[config.mk]
export PLATFORM = sky130hd
export DESIGN_NAME = rstgen_supervisor
export DESIGN_NICKNAME = d
export VERILOG_FILES = /design/src/rtl/rstgen_pkg.sv /design/src/rtl/rstgen_tick_gen.sv /design/src/rtl/rstgen_hold_ctrl.sv /design/src/rtl/rstgen_wdog.sv /design/src/rtl/rstgen_supervisor.sv
export SDC_FILE = /design/constraint.sdc
export NUM_CORES = 1
export LEC_CHECK = 0
export ABC_CLOCK_PERIOD_IN_PS = 3800
export BUFFER_PORTS_ARGS = -buffer_cell sky130_fd_sc_hd__buf_2
export CORE_AREA = 5 5 71 73
export CTS_BUF_LIST = sky130_fd_sc_hd__clkbuf_8
export DETAILED_ROUTE_END_ITERATION = 7
export DIE_AREA = 0 0 76 78
export SETUP_SLACK_MARGIN = 0.1
export SLEW_MARGIN = 5
export SYNTH_ARGS = -nofsm -noshare
export SYNTH_HDL_FRONTEND = slang
export SYNTH_HIERARCHICAL = 1
export SYNTH_SLANG_ARGS = --single-unit
[constraint.sdc]
create_clock -name clk_i -period 3.8 [get_ports clk_i]
set_input_delay 0.57 -clock clk_i [delete_from_list [all_inputs] [get_ports clk_i]]
set_output_delay 0.57 -clock clk_i [all_outputs]
set_load 0.05 [all_outputs]
[src/rtl/rstgen_pkg.sv]
`timescale 1ns/1ps
package rstgen_pkg;

  typedef enum logic [1:0] {
    WD_OFF   = 2'b00,
    WD_SHORT = 2'b01,
    WD_MID   = 2'b10,
    WD_LONG  = 2'b11
  } wd_sel_e;

  // Watchdog limit in ticks for a select code; 0 when disabled.
  function automatic int unsigned wd_limit_ticks(input logic [1:0] sel,
                                                 input int unsigned t_short,
                                                 input int unsigned t_mid,
                                                 input int unsigned t_long);
    case (sel)
      WD_SHORT: return t_short;
      WD_MID:   return t_mid;
      WD_LONG:  return t_long;
      default:  return 0;
    endcase
  endfunction

  function automatic logic wd_enabled(input logic [1:0] sel);
    return sel != WD_OFF;
  endfunction

  function automatic int unsigned max3(input int unsigned a,
                                       input int unsigned b,
                                       input int unsigned c);
    int unsigned m;
    m = (a > b) ? a : b;
    return (m > c) ? m : c;
  endfunction

  // Reset pulse length in clock cycles.
  function automatic int unsigned hold_cycles(input int unsigned ticks,
                                              input int unsigned div);
    return ticks * div;
  endfunction

endpackage

[src/rtl/rstgen_tick_gen.sv]
`timescale 1ns/1ps
module rstgen_tick_gen #(
  parameter int unsigned TICK_DIV = 1000
) (
  input  logic clk_i,
  input  logic por_n_i,
  input  logic clr_i,
  output logic tick_o
);

  generate
    if (TICK_DIV <= 1) begin : g_passthru
      assign tick_o = !clr_i;
    end else begin : g_count
      localparam int PCW = $clog2(TICK_DIV);
      localparam logic [PCW-1:0] LAST = PCW'(TICK_DIV - 1);

      logic [PCW-1:0] pcnt_q;
      logic           at_last;

      assign at_last = (pcnt_q == LAST);
      assign tick_o  = at_last && !clr_i;

      always_ff @(posedge clk_i or negedge por_n_i) begin
        if (!por_n_i)        pcnt_q <= '0;
        else if (clr_i)      pcnt_q <= '0;
        else if (at_last)    pcnt_q <= '0;
        else                 pcnt_q <= pcnt_q + 1'b1;
      end

      // Ticks are isolated single-cycle pulses (timing base for R1/R3)
      p_tick_gap_r1: assert property (@(posedge clk_i) disable iff (!por_n_i)
        tick_o |=> !tick_o);
    end
  endgenerate

endmodule

[src/rtl/rstgen_hold_ctrl.sv]
`timescale 1ns/1ps
module rstgen_hold_ctrl #(
  parameter int unsigned HOLD_TICKS = 100
) (
  input  logic clk_i,
  input  logic por_n_i,
  input  logic cause_i,
  input  logic tick_i,
  output logic rst_active_o
);

  localparam int HCW = $clog2(HOLD_TICKS + 1);
  localparam logic [HCW-1:0] HOLD_LAST = HCW'(HOLD_TICKS - 1);

  logic [HCW-1:0] hcnt_q;
  logic           active_q;
  logic           hold_done;

  assign hold_done    = active_q && tick_i && (hcnt_q == HOLD_LAST);
  assign rst_active_o = active_q;

  always_ff @(posedge clk_i or negedge por_n_i) begin
    if (!por_n_i) begin
      active_q <= 1'b1;
      hcnt_q   <= '0;
    end else if (cause_i) begin
      active_q <= 1'b1;
      hcnt_q   <= '0;
    end else if (hold_done) begin
      active_q <= 1'b0;
      hcnt_q   <= '0;
    end else if (active_q && tick_i) begin
      hcnt_q   <= hcnt_q + 1'b1;
    end
  end

  // Any cause forces reset on the next edge
  p_cause_asserts_r2: assert property (@(posedge clk_i) disable iff (!por_n_i)
    cause_i |=> rst_active_o);

  // Release only on a tick with no cause present
  p_release_on_tick_r3: assert property (@(posedge clk_i) disable iff (!por_n_i)
    $fell(rst_active_o) |-> ($past(tick_i) && !$past(cause_i)));

endmodule

[src/rtl/rstgen_wdog.sv]
`timescale 1ns/1ps
module rstgen_wdog
  import rstgen_pkg::*;
#(
  parameter int unsigned WD_SHORT_TICKS = 150,
  parameter int unsigned WD_MID_TICKS   = 600,
  parameter int unsigned WD_LONG_TICKS  = 1400
) (
  input  logic       clk_i,
  input  logic       por_n_i,
  input  logic [1:0] sel_i,
  input  logic       kick_i,
  input  logic       tick_i,
  input  logic       rst_active_i,
  output logic       kick_accept_o,
  output logic       expire_o
);

  localparam int unsigned WD_MAX = max3(WD_SHORT_TICKS, WD_MID_TICKS, WD_LONG_TICKS);
  localparam int WCW = $clog2(WD_MAX + 1);

  logic [WCW-1:0] wcnt_q;
  logic [WCW-1:0] limit;
  logic           enabled;

  assign limit         = WCW'(wd_limit_ticks(sel_i, WD_SHORT_TICKS, WD_MID_TICKS, WD_LONG_TICKS));
  assign enabled       = wd_enabled(sel_i);
  assign kick_accept_o = kick_i && !rst_active_i;
  assign expire_o      = enabled && !rst_active_i && (wcnt_q >= limit);

  always_ff @(posedge clk_i or negedge por_n_i) begin
    if (!por_n_i)                                     wcnt_q <= '0;
    else if (rst_active_i || kick_accept_o || !enabled) wcnt_q <= '0;
    else if (tick_i && (wcnt_q < limit))              wcnt_q <= wcnt_q + 1'b1;
  end

  // Disabled code never expires
  p_off_never_expires_r6: assert property (@(posedge clk_i) disable iff (!por_n_i)
    (sel_i == WD_OFF) |-> !expire_o);

  // No expiry while reset is held
  p_quiet_in_reset_r8: assert property (@(posedge clk_i) disable iff (!por_n_i)
    rst_active_i |-> !expire_o);

  // An accepted kick restarts the interval
  p_kick_restarts_r7: assert property (@(posedge clk_i) disable iff (!por_n_i)
    (kick_accept_o && !expire_o) |=> !expire_o);

endmodule

[src/rtl/rstgen_supervisor.sv]
`timescale 1ns/1ps
module rstgen_supervisor #(
  parameter int unsigned TICK_DIV       = 1000,
  parameter int unsigned HOLD_TICKS     = 100,
  parameter int unsigned WD_SHORT_TICKS = 150,
  parameter int unsigned WD_MID_TICKS   = 600,
  parameter int unsigned WD_LONG_TICKS  = 1400
) (
  input  logic       clk_i,
  input  logic       por_n_i,
  input  logic       supply_ok_i,
  input  logic       wd_kick_i,
  input  logic [1:0] wd_sel_i,
  output logic       rst_pull_en_o,
  output logic       rst_n_o
);

  logic tick;
  logic cause;
  logic expire;
  logic kick_accept;
  logic rst_active;
  logic prescale_clr;

  assign cause        = !supply_ok_i || expire;
  assign prescale_clr = cause || kick_accept;

  rstgen_tick_gen #(
    .TICK_DIV (TICK_DIV)
  ) tick_i0 (
    .clk_i   (clk_i),
    .por_n_i (por_n_i),
    .clr_i   (prescale_clr),
    .tick_o  (tick)
  );

  rstgen_hold_ctrl #(
    .HOLD_TICKS (HOLD_TICKS)
  ) hold_i0 (
    .clk_i        (clk_i),
    .por_n_i      (por_n_i),
    .cause_i      (cause),
    .tick_i       (tick),
    .rst_active_o (rst_active)
  );

  rstgen_wdog #(
    .WD_SHORT_TICKS (WD_SHORT_TICKS),
    .WD_MID_TICKS   (WD_MID_TICKS),
    .WD_LONG_TICKS  (WD_LONG_TICKS)
  ) wdog_i0 (
    .clk_i         (clk_i),
    .por_n_i       (por_n_i),
    .sel_i         (wd_sel_i),
    .kick_i        (wd_kick_i),
    .tick_i        (tick),
    .rst_active_i  (rst_active),
    .kick_accept_o (kick_accept),
    .expire_o      (expire)
  );

  assign rst_pull_en_o = rst_active;
  assign rst_n_o       = !rst_active;

  // Supply-low flag drives the pin low on the next edge
  p_supply_low_pin_r2: assert property (@(posedge clk_i) disable iff (!por_n_i)
    !supply_ok_i |=> !rst_n_o);

  // Watchdog expiry drives the pin low on the next edge
  p_expiry_pin_r4: assert property (@(posedge clk_i) disable iff (!por_n_i)
    expire |=> rst_pull_en_o);

endmodule

---- After elaboration in Yosys (flattened, before gate mapping) ----
Cells that the tools add are included.
word-level totals
  input port bits ......................... 6
  flip-flop bits (word level) ............. 29
  output and inout port bits .............. 2
  word-level logic and storage cells ...... 43
cells by class
  reduce and logical (&&, ||, !) cells .... 19
  magnitude comparators ................... 2
  equality and inequality tests ........... 5
  $add $sub $neg .......................... 3
  muxes and demuxes ....................... 10
operators by type and width
  operator                                             count
  one-hot mux 11 bit (3 select lines)                  1
  two-way mux 11 bit                                   2
  two-way mux 7 bit                                    3
  two-way mux 10 bit                                   2
  adder 11 x 1 -> 11 bit, second input constant        1
  greater-or-equal comparator 11 bit                   1
  < comparator 11 bit                                  1
  adder 10 x 1 -> 10 bit, second input constant        1
  equality test 10 bit, second input constant          1
  adder 7 x 1 -> 7 bit, second input constant          1
  equality test 7 bit, second input constant           1
  logical AND 1 bit                                    7
  nonzero test 2 bit                                   3
  equality test 2 bit, second input constant           2
  logical NOT 1 bit                                    4
  logical OR 1 bit                                     4
  nonzero test 3 bit                                   1
  equality test 2 x 1 -> 1 bit, second input constant  1
  two-way mux 1 bit                                    2

---- Logic depth before layout (Yosys ltp) ----
  depth in word-level cells ............... 12
  depth in mapped cells ................... 18
  mapped depth without buffers ............ 15

---- Hierarchy ----
Netlist, hierarchy kept.
modules (own cells, without submodules)
  module             cells each  area each (sq um)  instances
  rstgen_wdog        106         922.1              1
  rstgen_tick_gen    50          509.2              1
  rstgen_hold_ctrl   45          429.2              1
  rstgen_supervisor  3           18.8               1

---- Worst setup path after synthesis ----
No wires, ideal clock.
  path type ............................... input to register
  from .................................... input port wd_sel_i[1]
  to ...................................... register wdog_i0.wcnt_q[10]
  library setup time ...................... 0.079 ns
  cell stages on the path ................. 17
  data arrival time ....................... 4.364 ns
  data required time ...................... 3.721 ns
  setup slack ............................. -0.643 ns
  cells stage by stage .................... inv_1 -> nand2_1 -> ha_1 -> nor2b_1 -> o21bai_1 -> a21oi_1 -> buf_2 -> nor4_1 -> nor3_1 -> or3b_1 -> nor4b_1 -> nand2_1 -> or3b_1 -> buf_2 -> buf_6 -> nor4_2 -> mux2i_1
on the way
  longest elaborated chain between the ends .. 10
ends and longest elaborated chain
  element                                                              RTL line                 text
  start: declaration                                                   rstgen_supervisor.sv:13  input logic [1:0] wd_sel_i,
  equality test 2 bit or equality test 2 x 1 -> 1 bit (tied branches)  rstgen_pkg.sv:16         case (sel)
  one-hot mux 11 bit (3 select lines)                                  rstgen_pkg.sv:16
  greater-or-equal comparator 11 bit                                   rstgen_wdog.sv:29        assign expire_o = enabled && !rst_active_i && (wcnt_q >= limit);
  logical AND 1 bit *                                                  rstgen_wdog.sv:29
  net expire                                                           rstgen_supervisor.sv:20  logic expire;
  logical OR 1 bit *                                                   rstgen_supervisor.sv:25  assign cause = !supply_ok_i || expire;
  logical OR 1 bit *                                                   rstgen_supervisor.sv:26  assign prescale_clr = cause || kick_accept;
  net prescale_clr                                                     rstgen_supervisor.sv:23  logic prescale_clr;
  logical NOT 1 bit *                                                  rstgen_tick_gen.sv:22    assign tick_o = at_last && !clr_i;
  logical AND 1 bit *                                                  rstgen_tick_gen.sv:22
  net tick                                                             rstgen_supervisor.sv:18  logic tick;
  logical AND 1 bit *                                                  rstgen_wdog.sv:34        else if (tick_i && (wcnt_q < limit)) wcnt_q <= wcnt_q + 1'b1;
  nonzero test 2 bit (no line) *                                       --
  end signal: assignment                                               rstgen_wdog.sv:34
  end: declaration                                                     rstgen_wdog.sv:22        logic [WCW-1:0] wcnt_q;
Mark *: on every way through the listed nets, which the timed path passes. The rest lies on a longest branch.
A chain may end at the register's enable or synchronous reset.

---- Final worst setup path ----
  from .................................... input port wd_sel_i[1]
  to ...................................... register wdog_i0.wcnt_q[7]
The elaborated chain is that of the path after synthesis.

==> results by group <==
Outcome
  – Status: completed

Die
  – Die area: 0.00593 mm^2
  – Starting density of the core: 0.438
  – Die height: 78 um
  – Width of the die: around 76 um
  – Core area: between 0.004 and 0.005 mm^2
  – # rows: 24
  – I/O pins: 8

STA
  – Peak Freq: between 200 and 300 MHz
  – Final hold violations: 0
  – Slew margin rel.: 0.288
  – Final Cycle Share: 0.934
  – Slew Viols, Final: 0
  – Final Critical Period: 3.55 ns
  – Fin Clk Skew: between 0.005 and 0.006 ns
  – # setup viols final: 0
  – RSZ-0062 raised after global routing: false
  – Slew @ Worst Pin: between 1 and 1.5 ns

Yosys
  – Seq/Total Area, Yosys: 0.387
  – Simple-gate share of the synthesized area: 0.321
  – #FFs+latches synth: 29
  – Library cells used by synthesis: 43
  – Share of synthesized area spent on multiplexers: 0.0373
  – Adder and majority gate portion of the synthesized area: 0.0866
  – Synth warn: 6
  – Synth Cell Area: ~0.0019 mm^2
  – Synthesized instance count: slightly above 200
  – Post-synthesis xor/xnor area fraction: 0.0280
  – Largest family of logic cells by synthesized area: simple AND/OR/NAND/NOR gates
  – Compound-Gate Fraction of Synth Area: 0.113
  – Syn Nets: 223
  – Syn avg cell area: 9.21 um^2

CTS
  – CTS clk-pin slew, worst paths: ~0.060 ns
  – CTS tree: yes
  – Total CTS buffers: 5
  – Cts repair resizes: 0
  – Post-CTS Setup Bufs: 0
  – Clock sinks: 29
  – H-tree levels: 2
  – Cts-stage hold buffer count: 0
  – CTS max path bufs: 2
  – Clock root cell: clkbuf_8
  – Clock Latency Late Sink: about 0.27 ns

Pwr
  – Leak pwr: slightly above 0.0009 uW
  – Worst vdd ir: 143 uV
  – Power Dens Cells: 282 mW/mm^2

Global route
  – Overflow after GRT: 0
  – Global-route wire length before repair: about 7.4 mm
  – GRT Util Overall: 0.153
  – Largest net degree at the start of global routing: 30
  – Vias in the first global route: about 1,600
  – Initial antenna violation count: 0

Worst setup path
  – R2r setup slk: between 0.2 and 0.3 ns
  – Worst r2r src: wdog_i0/wcnt_q[6]
  – Kind of critical path: in2reg
  – Worst setup path start: wd_sel_i[1]
  – CP Capture Type: flop
  – Startpoint Class: input port
  – Crit Path Max Fanout: 9
  – Required time worst endpoint: 4.01 ns
  – Worst EP arrival: 3.76 ns

Cells and area
  – Final Instance Count excl. Fillers: around 280
  – Synthesis-to-layout area growth: 22.3%
  – Ratio of cells with drive above 1 in the final layout: 0.242
  – Nets: ~250
  – Antenna Cells: 0
  – Layout Utilization: 0.535
  – Fill count: around 410

Route
  – DR DRC count: 0
  – Via count: roughly 1,600
  – Routed WL: about 4.2 mm
  – Initial drt markers: 91
  – Mean routed wirelength per cell: around 15 um
  – Via density: approximately 5.7
  – Post-DRT Antenna Nets: 0
  – Drt pass-1 iters: 4

Flow run
  – Max-Cap Viols: 0

Placement
  – Dpl cells: approximately 270
  – Hpwl dp: 3.18 mm
  – IO Port Bufs: 7
  – GP Congestion: roughly 0.91

Min path
  – Hold WC Path Type: in2async
## layout by cell type, fill, tap and decap left out, types with 3 or more instances in the layout
cell type   n
or3_1       4
nor3_1      7
o31ai_1     4
buf_2       5
or4_1       4
mux2i_1     7
nor4_4      3
a21oi_2     4
a31oi_1     3
xor2_1      4
dfrtp_1    28
buf_4      12
nand2_1    18
ha_1       11
nand4_1     4
clkbuf_8    7
o21ai_0     7
nand3_1    18
nor2_1      9
inv_1       6
nand2b_1    9
a21oi_1    11
## critical path: stages
cell and delay (ns):
clkbuf_4 0.17, nand2_2 0.09, ha_1 0.32, nand4_1 0.10, o21bai_4 0.15, a21oi_4 0.08
nor4_2 0.27, nor3_1 0.09, or3b_4 0.40, nor4b_4 0.28, nand2_1 0.11, or3b_4 0.39
buf_4 0.18, or4_1 0.42, a21oi_2 0.13
## synthesized netlist by cell type
library cell,count,area [um^2]
nand4_4,1,21.3
or3_2,1,7.51
nand2_1,20,75.1
a21oi_2,1,8.76
nor3b_1,1,7.51
xnor2_1,2,17.5
or3_1,4,25.0
or2_2,2,12.5
inv_1,7,26.3
dfrtp_1,28,701
ha_1,13,163
or3b_1,3,26.3
a21oi_1,15,75.1
and2_2,1,7.51
a31oi_1,3,18.8
mux2i_1,7,70.1
o21bai_1,3,22.5
nand4_1,4,25.0
buf_2,2,10.0
o21ai_0,7,35.0
nor3_1,7,35.0
a21o_1,2,15.0
nand4b_1,1,8.76
and2_1,1,6.26
dfstp_2,1,26.3
or4_1,4,30.0
or2b_1,1,7.51
and3_4,1,11.3
buf_6,1,11.3
nor2_1,10,37.5
nor4_1,2,12.5
xor2_1,4,35.0
nor4_2,3,37.5
and2b_1,2,15.0
buf_1,1,3.75
nand3_1,18,90.1
nand2b_1,9,56.3
o211ai_1,1,7.51
nand4bb_1,1,11.3
o31ai_1,4,30.0
nor4b_1,2,17.5
and3_1,1,6.26
nor2b_1,2,12.5
## per-layer routing
| metal | GRT usage | vias up | routed length (um) |
|---|---|---|---|
| li1 | - | 785 | - |
| met1 | 0.169 | 761 | 1850 |
| met2 | 0.276 | 24 | 2090 |
| met3 | 0.0417 | 9 | 156 |
| met4 | 0.0641 | 0 | 97 |
| met5 | 0 | - | 0 |
## report_power, final
| group | internal (uW) | leakage (uW) | switching [uW] |
|---|---|---|---|
| Sequential | 313 | 0.000399 | 7.62 |
| Clock | 163 | 0.0000542 | 114 |
| Combinational | 19.9 | 0.000469 | 29.1 |
| Total | 497 | 0.000922 | 151 |
## state kept, by name, indices dropped and copies added, names as in the netlist
register and cells:
hold_i0/hcnt_q 7, hold_i0/rst_active_o 1, tick_i0/g_count.pcnt_q 10, wdog_i0/wcnt_q 11
## area by class of cell
type | count | area [um^2] | area share
clock buffer | 7 | 96.3 | 0.0419
clock inverter | 1 | 5.00 | 0.00218
tap | 52 | 65.1 | 0.0283
timing repair buffer | 19 | 130 | 0.0566
inverter | 7 | 31.3 | 0.0136
multi-input combinational | 164 | 1240 | 0.541
sequential | 29 | 727 | 0.316
## worst paths after layout
path                            cells after the start                   endpoint
worst max-delay path                               15          wdog_i0/wcnt_q[7]
worst min-delay path                                1          wdog_i0/wcnt_q[2]
worst max register to register                     13          wdog_i0/wcnt_q[7]
worst min register to register                      2          hold_i0/hcnt_q[1]
max in group asynchronous                           1  tick_i0/g_count.pcnt_q[8]
min in group clk_i                                  2          hold_i0/hcnt_q[1]
## metrics by stage
step                TNS, ns  setup WS, ns  cell area [um^2]  hold WS [ns]  total power [uW]
finish                    0         0.250              2300         0.325               647
global route              0         0.103              2300         0.381               685
CTS                       0         0.175              2280         0.350               660
global placement    -0.0168       -0.0168              2180         0.541               372
floorplan                 0       0.00329              2030         0.274               354
detailed placement   -0.532        -0.119              2180         0.545               375
## cell families after synthesis
group	count (synthesis)
simple gates	102
compound gates	36
flops	29
fa+ha+maj	13
buf+inv	11
mux	7
xor+xnor	6
(Power assumes the default switching activity.)
